$ cat src/rtl/fdc_seq_pkg.sv
package fdc_seq_pkg;
  localparam int unsigned FB = 8;
  typedef logic [FB-1:0] fbyte_t;

  typedef enum logic [1:0] {SQ_IDLE = 2'd0, SQ_XFER = 2'd1, SQ_RSLT = 2'd2} sq_state_t;

  typedef struct packed {
    fbyte_t cyl;
    logic   head;
    fbyte_t sec;
  } fpos_t;

  typedef struct packed {
    fpos_t pos;
    logic  stop;
    logic  eot_hit;
    logic  trk_wrap;
  } fstep_t;

  // Position after one sector; sec is 0-based.
  function automatic fstep_t advance(fpos_t p, logic mt, fbyte_t eot, fbyte_t spt);
    fstep_t r;
    fbyte_t s;
    s          = p.sec + 1'b1;
    r.pos      = p;
    r.stop     = 1'b0;
    r.eot_hit  = 1'b0;
    r.trk_wrap = 1'b0;
    if (!mt) begin
      r.pos.sec = s;
      r.stop    = 1'b1;
    end else if (s == eot) begin
      r.pos.sec  = '0;
      if (p.head) r.pos.cyl = p.cyl + 1'b1;
      r.pos.head = ~p.head;
      r.stop     = 1'b1;
      r.eot_hit  = 1'b1;
    end else if (s >= spt) begin
      r.pos.sec  = '0;
      r.pos.head = ~p.head;
      r.trk_wrap = 1'b1;
    end else begin
      r.pos.sec = s;
    end
    return r;
  endfunction

  function automatic fbyte_t status0(logic abnormal, logic head);
    fbyte_t v;
    v    = '0;
    v[6] = abnormal;
    v[2] = head;
    return v;
  endfunction
endpackage

$ cat src/rtl/fdc_pos_step.sv
module fdc_pos_step
  import fdc_seq_pkg::*;
(
  input  fpos_t  cur,
  input  logic   mt,
  input  fbyte_t eot,
  input  fbyte_t spt,
  output fpos_t  nxt,
  output logic   stop,
  output logic   eot_hit,
  output logic   trk_wrap
);
  fstep_t st;

  always_comb begin
    st       = advance(cur, mt, eot, spt);
    nxt      = st.pos;
    stop     = st.stop;
    eot_hit  = st.eot_hit;
    trk_wrap = st.trk_wrap;
  end
endmodule

$ cat src/rtl/fdc_result_sel.sv
module fdc_result_sel
  import fdc_seq_pkg::*;
#(
  parameter int unsigned N_RES = 7,
  localparam int unsigned IDX_W = $clog2(N_RES)
) (
  input  logic [IDX_W-1:0] idx,
  input  fbyte_t           st0,
  input  fbyte_t           cyl,
  input  logic             head,
  input  fbyte_t           sec,
  input  fbyte_t           size,
  output fbyte_t           bval,
  output logic             last
);
  always_comb begin
    case (idx)
      3'd0:    bval = st0;
      3'd3:    bval = cyl;
      3'd4:    bval = fbyte_t'(head);
      3'd5:    bval = sec + 1'b1;
      3'd6:    bval = size;
      default: bval = '0;
    endcase
    last = (idx == IDX_W'(N_RES - 1));
  end
endmodule

$ cat src/rtl/fdc_xfer_seq.sv
module fdc_xfer_seq
  import fdc_seq_pkg::*;
#(
  parameter int unsigned N_RES = 7,
  localparam int unsigned IDX_W = $clog2(N_RES)
) (
  input  logic       clk,
  input  logic       rst_n,
  input  logic       cmd_valid,
  input  logic       cmd_mt,
  input  logic [7:0] cmd_cyl,
  input  logic       cmd_head,
  input  logic [7:0] cmd_sector,
  input  logic [7:0] cmd_size,
  input  logic [7:0] cmd_eot,
  input  logic [7:0] trk_sectors,
  input  logic [7:0] drive_cyl,
  input  logic       dor_dma_irq_en,
  input  logic       sec_done,
  input  logic       res_ready,
  output logic       busy,
  output logic       xfer_req,
  output logic       done,
  output logic       irq,
  output logic       res_valid,
  output logic [7:0] res_data
);
  sq_state_t        st;
  fpos_t            pos_q, pos_nxt;
  fbyte_t           start_cyl_q, eot_q, spt_q, size_q, st0_q;
  logic             mt_q, done_q, irq_q;
  logic [IDX_W-1:0] idx_q;
  logic             step_stop, eot_evt, wrap_evt, last_byte;

  // Named internal events
  logic accept, cyl_miss, step_evt, term_evt, last_take;

  fdc_pos_step u_step (
    .cur(pos_q), .mt(mt_q), .eot(eot_q), .spt(spt_q),
    .nxt(pos_nxt), .stop(step_stop), .eot_hit(eot_evt), .trk_wrap(wrap_evt)
  );

  fdc_result_sel #(.N_RES(N_RES)) u_rsel (
    .idx(idx_q), .st0(st0_q), .cyl(start_cyl_q), .head(pos_q.head),
    .sec(pos_q.sec), .size(size_q), .bval(res_data), .last(last_byte)
  );

  always_comb begin
    accept    = (st == SQ_IDLE) && cmd_valid;
    cyl_miss  = (drive_cyl != cmd_cyl);
    step_evt  = (st == SQ_XFER) && sec_done;
    term_evt  = (accept && cyl_miss) || (step_evt && step_stop);
    last_take = (st == SQ_RSLT) && res_ready && last_byte;
  end

  always_ff @(posedge clk) begin
    if (!rst_n) begin
      st          <= SQ_IDLE;
      pos_q       <= '0;
      start_cyl_q <= '0;
      eot_q       <= '0;
      spt_q       <= '0;
      size_q      <= '0;
      st0_q       <= '0;
      mt_q        <= 1'b0;
      idx_q       <= '0;
      done_q      <= 1'b0;
      irq_q       <= 1'b0;
    end else begin
      done_q <= term_evt;
      if (term_evt)       irq_q <= dor_dma_irq_en;
      else if (last_take) irq_q <= 1'b0;
      case (st)
        SQ_IDLE: if (accept) begin
          pos_q.cyl   <= drive_cyl;
          pos_q.head  <= cmd_head;
          pos_q.sec   <= cmd_sector - 8'd1;
          start_cyl_q <= drive_cyl;
          mt_q        <= cmd_mt;
          eot_q       <= cmd_eot;
          spt_q       <= trk_sectors;
          size_q      <= cmd_size;
          idx_q       <= '0;
          if (cyl_miss) begin
            st    <= SQ_RSLT;
            st0_q <= status0(1'b1, cmd_head);
          end else begin
            st <= SQ_XFER;
          end
        end
        SQ_XFER: if (step_evt) begin
          pos_q <= pos_nxt;
          if (step_stop) begin
            st    <= SQ_RSLT;
            st0_q <= status0(1'b0, pos_nxt.head);
          end
        end
        SQ_RSLT: if (res_ready) begin
          if (last_byte) st <= SQ_IDLE;
          else           idx_q <= idx_q + 1'b1;
        end
        default: st <= SQ_IDLE;
      endcase
    end
  end

  assign busy      = (st != SQ_IDLE);
  assign xfer_req  = (st == SQ_XFER);
  assign res_valid = (st == SQ_RSLT);
  assign done      = done_q;
  assign irq       = irq_q;

  // Assertions
  p_reset_idle_r1: assert property (@(posedge clk)
    !rst_n |=> (!busy && !irq && !done));

  p_miss_abort_r2: assert property (@(posedge clk) disable iff (!rst_n)
    (accept && cyl_miss) |=> (res_valid && res_data[6] && done));

  p_single_sector_r3: assert property (@(posedge clk) disable iff (!rst_n)
    (step_evt && !mt_q) |=> (st == SQ_RSLT));

  p_eot_ends_r4: assert property (@(posedge clk) disable iff (!rst_n)
    (step_evt && eot_evt) |=> (res_valid && pos_q.sec == 8'd0));

  p_wrap_continues_r5: assert property (@(posedge clk) disable iff (!rst_n)
    (step_evt && wrap_evt) |=> (xfer_req && pos_q.sec == 8'd0));

  p_start_cyl_hold_r6: assert property (@(posedge clk) disable iff (!rst_n)
    busy |=> $stable(start_cyl_q));

  p_byte_hold_r7: assert property (@(posedge clk) disable iff (!rst_n)
    (res_valid && !res_ready) |=> (res_valid && $stable(res_data)));

  p_done_pulse_r8: assert property (@(posedge clk) disable iff (!rst_n)
    done |=> !done);

  p_irq_gate_r8: assert property (@(posedge clk) disable iff (!rst_n)
    $rose(irq) |-> ($past(dor_dma_irq_en) && done));

  p_stray_strobe_r10: assert property (@(posedge clk) disable iff (!rst_n)
    (st != SQ_XFER && !accept) |=> $stable(pos_q));
endmodule

$ cat config.mk
export PLATFORM = sky130hd
export DESIGN_NAME = fdc_xfer_seq
export DESIGN_NICKNAME = d
export VERILOG_FILES = /design/src/rtl/fdc_seq_pkg.sv /design/src/rtl/fdc_pos_step.sv /design/src/rtl/fdc_result_sel.sv /design/src/rtl/fdc_xfer_seq.sv
export SDC_FILE = /design/constraint.sdc
export NUM_CORES = 1
export LEC_CHECK = 0
export CORE_ASPECT_RATIO = 0.5
export CORE_UTILIZATION = 55
export CTS_CLUSTER_SIZE = 24
export DETAILED_ROUTE_END_ITERATION = 8
export DONT_BUFFER_PORTS = 1
export PLACE_DENSITY_LB_ADDON = 0.2
export SLEW_MARGIN = 20
export SYNTH_ARGS = -nofsm -noshare
export SYNTH_HDL_FRONTEND = slang
export SYNTH_HIERARCHICAL = 1
export SYNTH_SLANG_ARGS = --single-unit
$ cat constraint.sdc
create_clock -name clk -period 9 [get_ports clk]
set_clock_uncertainty 0.05 [all_clocks]
set_input_delay 0.45 -clock clk [delete_from_list [all_inputs] [get_ports clk]]
set_output_delay 0.45 -clock clk [all_outputs]
set_load 0.05 [all_outputs]
[After elaboration in Yosys (flattened, before gate mapping)]
Cells that the tools add are included.
Cells by class
  add/sub/neg operators: 4
  magnitude comparators: 1
  equality and inequality tests: 18
  mux-type cells: 30
  bitwise logic cells: 1
  reductions and logical operators: 19
Operator list (number)
  two-way mux 8 bit: 7
  one-hot mux 8 bit (5 select lines): 1
  two-way mux 17 bit: 2
  one-hot mux 17 bit (2 select lines): 1
  two-way mux 9 bit: 3
  adder 8 x 1 -> 8 bit, second input constant: 2
  one-hot mux 8 bit (2 select lines): 1
  two-way mux 2 bit: 7
  != test 2 x 1 -> 1 bit, second input constant: 6
  AND reduction 5 bit: 2
  equality test 3 bit, second input constant: 3
  two-way mux 3 bit: 3
  equality test 8 bit: 1
  greater-or-equal comparator 8 bit: 1
  != test 2 bit, second input constant: 4
  != test 8 bit: 1
  nonzero test 2 bit: 4
  subtractor 8 x 1 -> 8 bit, second input constant: 1
  logical AND 1 bit: 6
  one-hot mux 2 bit (3 select lines): 1
  one-hot mux 3 bit (2 select lines): 1
  AND reduction 6 bit: 1
  AND reduction 4 bit: 1
  adder 3 x 1 -> 3 bit, second input constant: 1
  other kinds (10): 12
Storage, ports and cells
  register bits: 65
  input port bits: 56
  output and inout port bits: 13
  word-level logic and storage cells: 86

[Logic depth before layout (Yosys ltp)]
Gate-level depths: netlist (run 1).
  depth in word-level cells: 8
  mapped depth: 12

[Hierarchy]
Netlist (run 1), hierarchy kept.
By module, submodules not included
  fdc_xfer_seq: times used 1, cells an instance 327, area each 2652.5 um^2, seq. area each 1181.1 um^2
  fdc_pos_step: times used 1, cells an instance 86, area each 699.4 um^2, seq. area each 0.0 um^2
  fdc_result_sel: times used 1, cells an instance 54, area each 367.9 um^2, seq. area each 0.0 um^2

[Worst setup path before layout (run 1)]
OpenSTA, ideal clock, no wires.
  path kind: reg2reg
  from: reg, netlist name pos_q[0]
  to: reg st0_q[2]
  setup time: 63 ps
  arrival: 2724 ps
  required time: 8887 ps
  path slack: 6163 ps
  stages on the path, launching flop included: 13
  path buffers: 0
  cell sequence: dfxtp_1 ha_1 nand3_1 xnor2_1 ha_1 a211o_1 a31oi_1 o21ai_0 o21ai_1 xnor2_1 mux2i_1 o41a_1 nand3_1
RTL lines
  end signal, assigned: line fdc_xfer_seq.sv:86  | st0_q <= status0(1'b1, cmd_head);
  end signal, assigned: line fdc_xfer_seq.sv:95  | st0_q <= status0(1'b0, pos_nxt.head);
  end, declared: line fdc_xfer_seq.sv:30  | fbyte_t start_cyl_q, eot_q, spt_q, size_q, st0_q;

==> metrics.txt, run 1 <==
area grow syn2layout 5.01%; vias after detailed routing 2775; Crit Path Class flip-flop to flip-flop; Vias/cell ~5.9; period utilization 0.374; Crit path required time slightly above 9000 ps; Synth Instances just over 400; mapped cell area 0.00322 mm2; final setup vio count 0; Clk Latency, worst-skew pair 290 ps; die width 110 um; RSZ-0062 raised after global routing no; initial antenna violation count 0; cts hold-fix bufs 0; slew margin rel. 0.247; H-tree depth 2; Root Driver clkbuf_16; CTS tree built; DRC Markers 0; Worst Path Arrival 3550 ps; worst-margin pin slew 1150 ps; TNS Setup 0 ps; Max Clock Freq 297 MHz; Antenna Cells 0; grt ovf 0; Detailed Routing Iterations Pass 1 4; Final Hold Viols 0; Routed WL per cell 15.8 um; status complete, no violations; Worst-path clk slew 70 ps; most common cell after layout, fill and taps aside nand2_1; Num CTS Buffers 5; number of max-cap violations 0; CTS sink count 51; Clock Path Buffers 2; row count 19; area of the multi-input gates 0.00204 mm2; Seq. cell area between 0.001 and 0.0015 mm2; Lkg Pwr about 0.0013 uW; first-pass GRT wire length 12.2 mm; Initial Utilization 0.579; Antenna Nets Post-Route 0; most frequent cells in the layout nand2_1, dfxtp_1, a21oi_1; post-CTS setup buffers 0; vias in the first global route 2577; CP Capture Type flip-flop; Resize count post-CTS 0; Slew Viols, Final 0; peak supply drop 0.139 mV; largest net degree at the start of global routing between 40 and 50; fin worst setup slack 5630 ps; Chip Height 56.1 um; total die area 0.00618 mm2; share of layout cells above drive strength 1 0.0481; final WL 7.38 mm; total global-route track usage 0.255; routability congestion estimate just under 0.9; Power Density 169 mW/mm2; Final min period 3370 ps; # fillers 506; crit start category flip-flop; DRT iter0 DRCs 216; I/O Pins 69; HPWL after detailed placement 5.43 mm; syn_area_per_cell 7.97 um2; # nets final 462; Ys Warns 6; Setup WS pre-CTS 5730 ps; worst-path fanout max 13; Core Area roughly 0.0056 mm2; Min-Delay Path Class input port to flip-flop; Buffers on Ports 0
final cells by class:
class | count | share of cell area
multi-input combinational | 320 | 0.603
sequential | 51 | 0.302
clock buffer | 8 | 0.0463
tap | 73 | 0.0270
inverter | 13 | 0.0152
timing repair buffer | 3 | 0.00666
sequential cells by signal, indices dropped and copies added (netlist names):
register	flops
done	1
eot_q	8
idx_q	3
irq	1
mt_q	1
pos_q	9
size_q	8
spt_q	8
st	2
st0_q	2
start_cyl_q	8
report_power, final:
group          total, uW  internal (uW)  switching (uW)
sequential           259            240            18.6
clock                203            119            84.5
combinational        108           42.2            65.7
total                570            401             169
routing by layer:
layer	global-route usage	part of all wire
met1	0.356	0.47
met5	0	0
met3	0.0667	0.075
met2	0.396	0.44
met4	0.0508	0.013
final timing paths:
| kind | slack, ps | cells after the start | endpoint | from |
|---|---|---|---|---|
| setup / recovery | 5630 | 12 | st0_q[2] | pos_q[0] |
| hold / removal | 230 | 1 | st0_q[6] | rst_n |
| setup reg to reg | 5630 | 12 | st0_q[2] | pos_q[0] |
| hold reg to reg | 410 | 2 | spt_q[1] | spt_q[1] |
metrics by stage:
stage	cell area [um2]	hold slack (ps)	util	total power, uW	cells
2_1_floorplan	3240	386	-	351	409
3_3_place_gp	3220	394	0.578	366	460
3_5_place_dp	3220	402	0.580	371	460
4_1_cts	3380	230	0.608	572	468
5_1_grt	3380	229	0.608	597	468
6_report	3380	233	0.608	570	468
worst max-delay path, cell delays in order (launching register included):
cell	delay (ps)
dfxtp_1	640
ha_1	290
nand2_1	110
xnor2_1	250
ha_1	300
a21o_1	190
a21oi_1	120
o21ai_0	90
o21ai_1	400
xnor2_1	180
mux2i_1	160
o41a_1	430
nand3_1	80
No activity file was read; power rests on OpenSTA's default activity.
==> run 2, diff against run 1 <==
Settings changed: ABC_AREA set to 1.
Clock period 9 ns to 2.72 ns, I/O delays scaled along.
==> metrics.txt, run 2 <==
status complete, no violations; die width 113 um (+2.9%); Ys Warns 6 (unchanged); Clk Latency, worst-skew pair 290 ps (about the same); register name with the most flops pos_q; switch share 0.448 (+0.151); Psw 1460 uW (+770%); # nets final 641 (+39%); Buffers on Ports 0 (unchanged); Clock Path Buffers 2 (unchanged); Synth Instances 537 (+33%); CTS tree built; Crit Path Class flip-flop to flip-flop; Core Area 0.00573 mm2 (+3.0%); DRC Markers 0 (unchanged); part of the power in the clock network 0.203 (-0.153); number of max-cap violations 0 (unchanged); worst-margin pin slew 657 ps (-494 ps); crit start category flip-flop; most used cell along the critical path nand2_1; row count 19 (unchanged); Final min period 2560 ps (-809 ps); Comb power frac 0.455 (+0.266); TNS Setup 0 ps (unchanged); syn_area_per_cell 6.36 um2 (-20%); vias after detailed routing 3449 (+24%); most frequent cells in the layout nand2_1, nor2_1, inv_1; Root Driver clkbuf_16; critical path's top delay family simple AND/OR/NAND/NOR gates; Power Density 809 mW/mm2 (+380%); worst-path fanout max 9 (-4); max reg flops 9 (unchanged); first-pass GRT wire length 14.2 mm (+16%); Sequential Power Share 0.342 (-0.112); final instance area 0.00404 mm2 (+19%); slowest stage delay, CP 350 ps (-290 ps); most common cell after layout, fill and taps aside nand2_1; total die area 0.00655 mm2 (+5.9%); peak supply drop 0.361 mV (+160%); Final Hold Viols 0 (unchanged); DRT iter0 DRCs 214 (-0.93%); final WL 8.46 mm (+15%); I/O Pins 69 (unchanged); Antenna Cells 0 (unchanged); Routed WL per cell 12.9 um (-18%); slew margin rel. 0.561 (+0.314); H-tree depth 2 (unchanged); Vias/cell 5.24 (-12%); largest net degree at the start of global routing 51 (+19%); final setup vio count 0 (unchanged); HPWL after detailed placement 5.93 mm (+9.2%); Max Clock Freq 391 MHz (+32%); # fillers 488 (-3.6%); mapped cell area 0.00341 mm2 (+6.1%); total global-route track usage 0.278 (+0.0231); Initial Utilization 0.596 (+0.0173); RSZ-0062 raised after global routing no; vias in the first global route 3080 (+20%); Lkg Pwr 0.00191 uW (+43%); Worst-path clk slew 70 ps (about the same); grt ovf 0 (unchanged); Min-Delay Path Class input port to flip-flop; CP Capture Type flip-flop; Detailed Routing Iterations Pass 1 5 (+1); Internal Power 1800 uW (+350%); Antenna Nets Post-Route 0 (unchanged); Worst Path Buf+Inv 3 (+3); worst-path cell chain ha_2, nand2_2, inv_2, nand3_1, nand2_1, inv_1, ha_1, nand4_1, inv_1, nand4_1, o2111ai_1, nand2_1, nand2_4, nand2_2, nand2_1, mux2i_2, nand3_1, nand2_1, nor2_1; CTS sink count 51 (unchanged); Num CTS Buffers 5 (unchanged); Chip Height 57.7 um (+2.9%); Area after DPL 0.00348 mm2 (+7.9%); routability congestion estimate 0.903 (+4.1%); Crit path required time 2860 ps (-6330 ps); Slew Viols, Final 0 (unchanged); cell with the largest stage delay on the worst path dfxtp_1; initial antenna violation count 0 (unchanged); area grow syn2layout 18.3%; period utilization 0.940 (+0.566); share of layout cells above drive strength 1 0.110 (+0.0617); Worst Path Arrival 2700 ps (-850 ps)
run 2: cell count changes in the layout (fill, tap and decap cells not counted), sizes merged, moves of 17 or more:
cell / before / now
xor2: 19 / 2
nand3: 15 / 35
dlygate4sd3: 0 / 34
nand2: 83 / 124
inv: 12 / 68
nor2: 12 / 110
o21ai: 6 / 48
a21oi: 45 / 23
run 2: area by class of cell:
class,instances,area [um2],area share
Tap cell,84,105,0.0260
Sequential cell,51,1030,0.255
Timing Repair Buffer,45,443,0.110
Inverter,68,255,0.0632
Multi-Input combinational cell,402,2050,0.507
Clock buffer,8,156,0.0387
run 2: worst paths after layout:
check                 from        to  slack [ps]  cells after the start
setup / recovery  pos_q[1]  st0_q[2]         160                     19
hold / removal    sec_done  st0_q[6]           4                      3
hold reg to reg   st0_q[6]  st0_q[6]         410                      2
setup reg to reg  pos_q[1]  st0_q[2]         160                     19
run 2: repair_timing:
action,4_1_cts,5_1_grt
setup buffers,0,2
resized for setup,0,12
hold buffers,35,0
endpoints found under the hold margin,51,0
endpoints found under the setup margin,0,9
run 2: power by group through the flow:
stage / Sequential [uW] / Clock, uW / Combinational, uW
final: 1120 / 664 / 1490
after global routing: 1140 / 703 / 1660
after CTS: 1100 / 673 / 1440
after detailed placement: 1120 / 0 / 1380
after global placement: 1110 / 0 / 1370
after floorplan: 1080 / 0 / 1160
run 2: worst reg2reg max path: stages (launching register included):
cell	delay, ps
dfxtp_1	350
ha_2	210
nand2_2	90
inv_2	80
nand3_1	90
nand2_1	90
inv_1	50
ha_1	280
nand4_1	100
inv_1	50
nand4_1	60
o2111ai_1	130
nand2_1	160
nand2_4	100
nand2_2	60
nand2_1	60
mux2i_2	210
nand3_1	100
nand2_1	70
nor2_1	40
run 2: stage by stage:
stage / power (uW) / cells / setup WS (ps) / util / hold slack, ps
final: 3270 / 658 / 164 / 0.705 / 4.14
after global placement: 2480 / 613 / 266 / 0.607 / 190
after CTS: 3220 / 656 / 96.4 / 0.698 / 3.43
after detailed placement: 2500 / 613 / 174 / 0.607 / 192
after floorplan: 2250 / 542 / 245 / - / 221
after global routing: 3510 / 658 / 4.16 / 0.705 / 19.5
run 2: routing by layer:
| metal | wire, um | track usage |
|---|---|---|
| met1 | 3960 | 0.360 |
| met2 | 3690 | 0.467 |
| met3 | 654 | 0.0701 |
| met4 | 157 | 0.0771 |
| met5 | 0 | 0 |
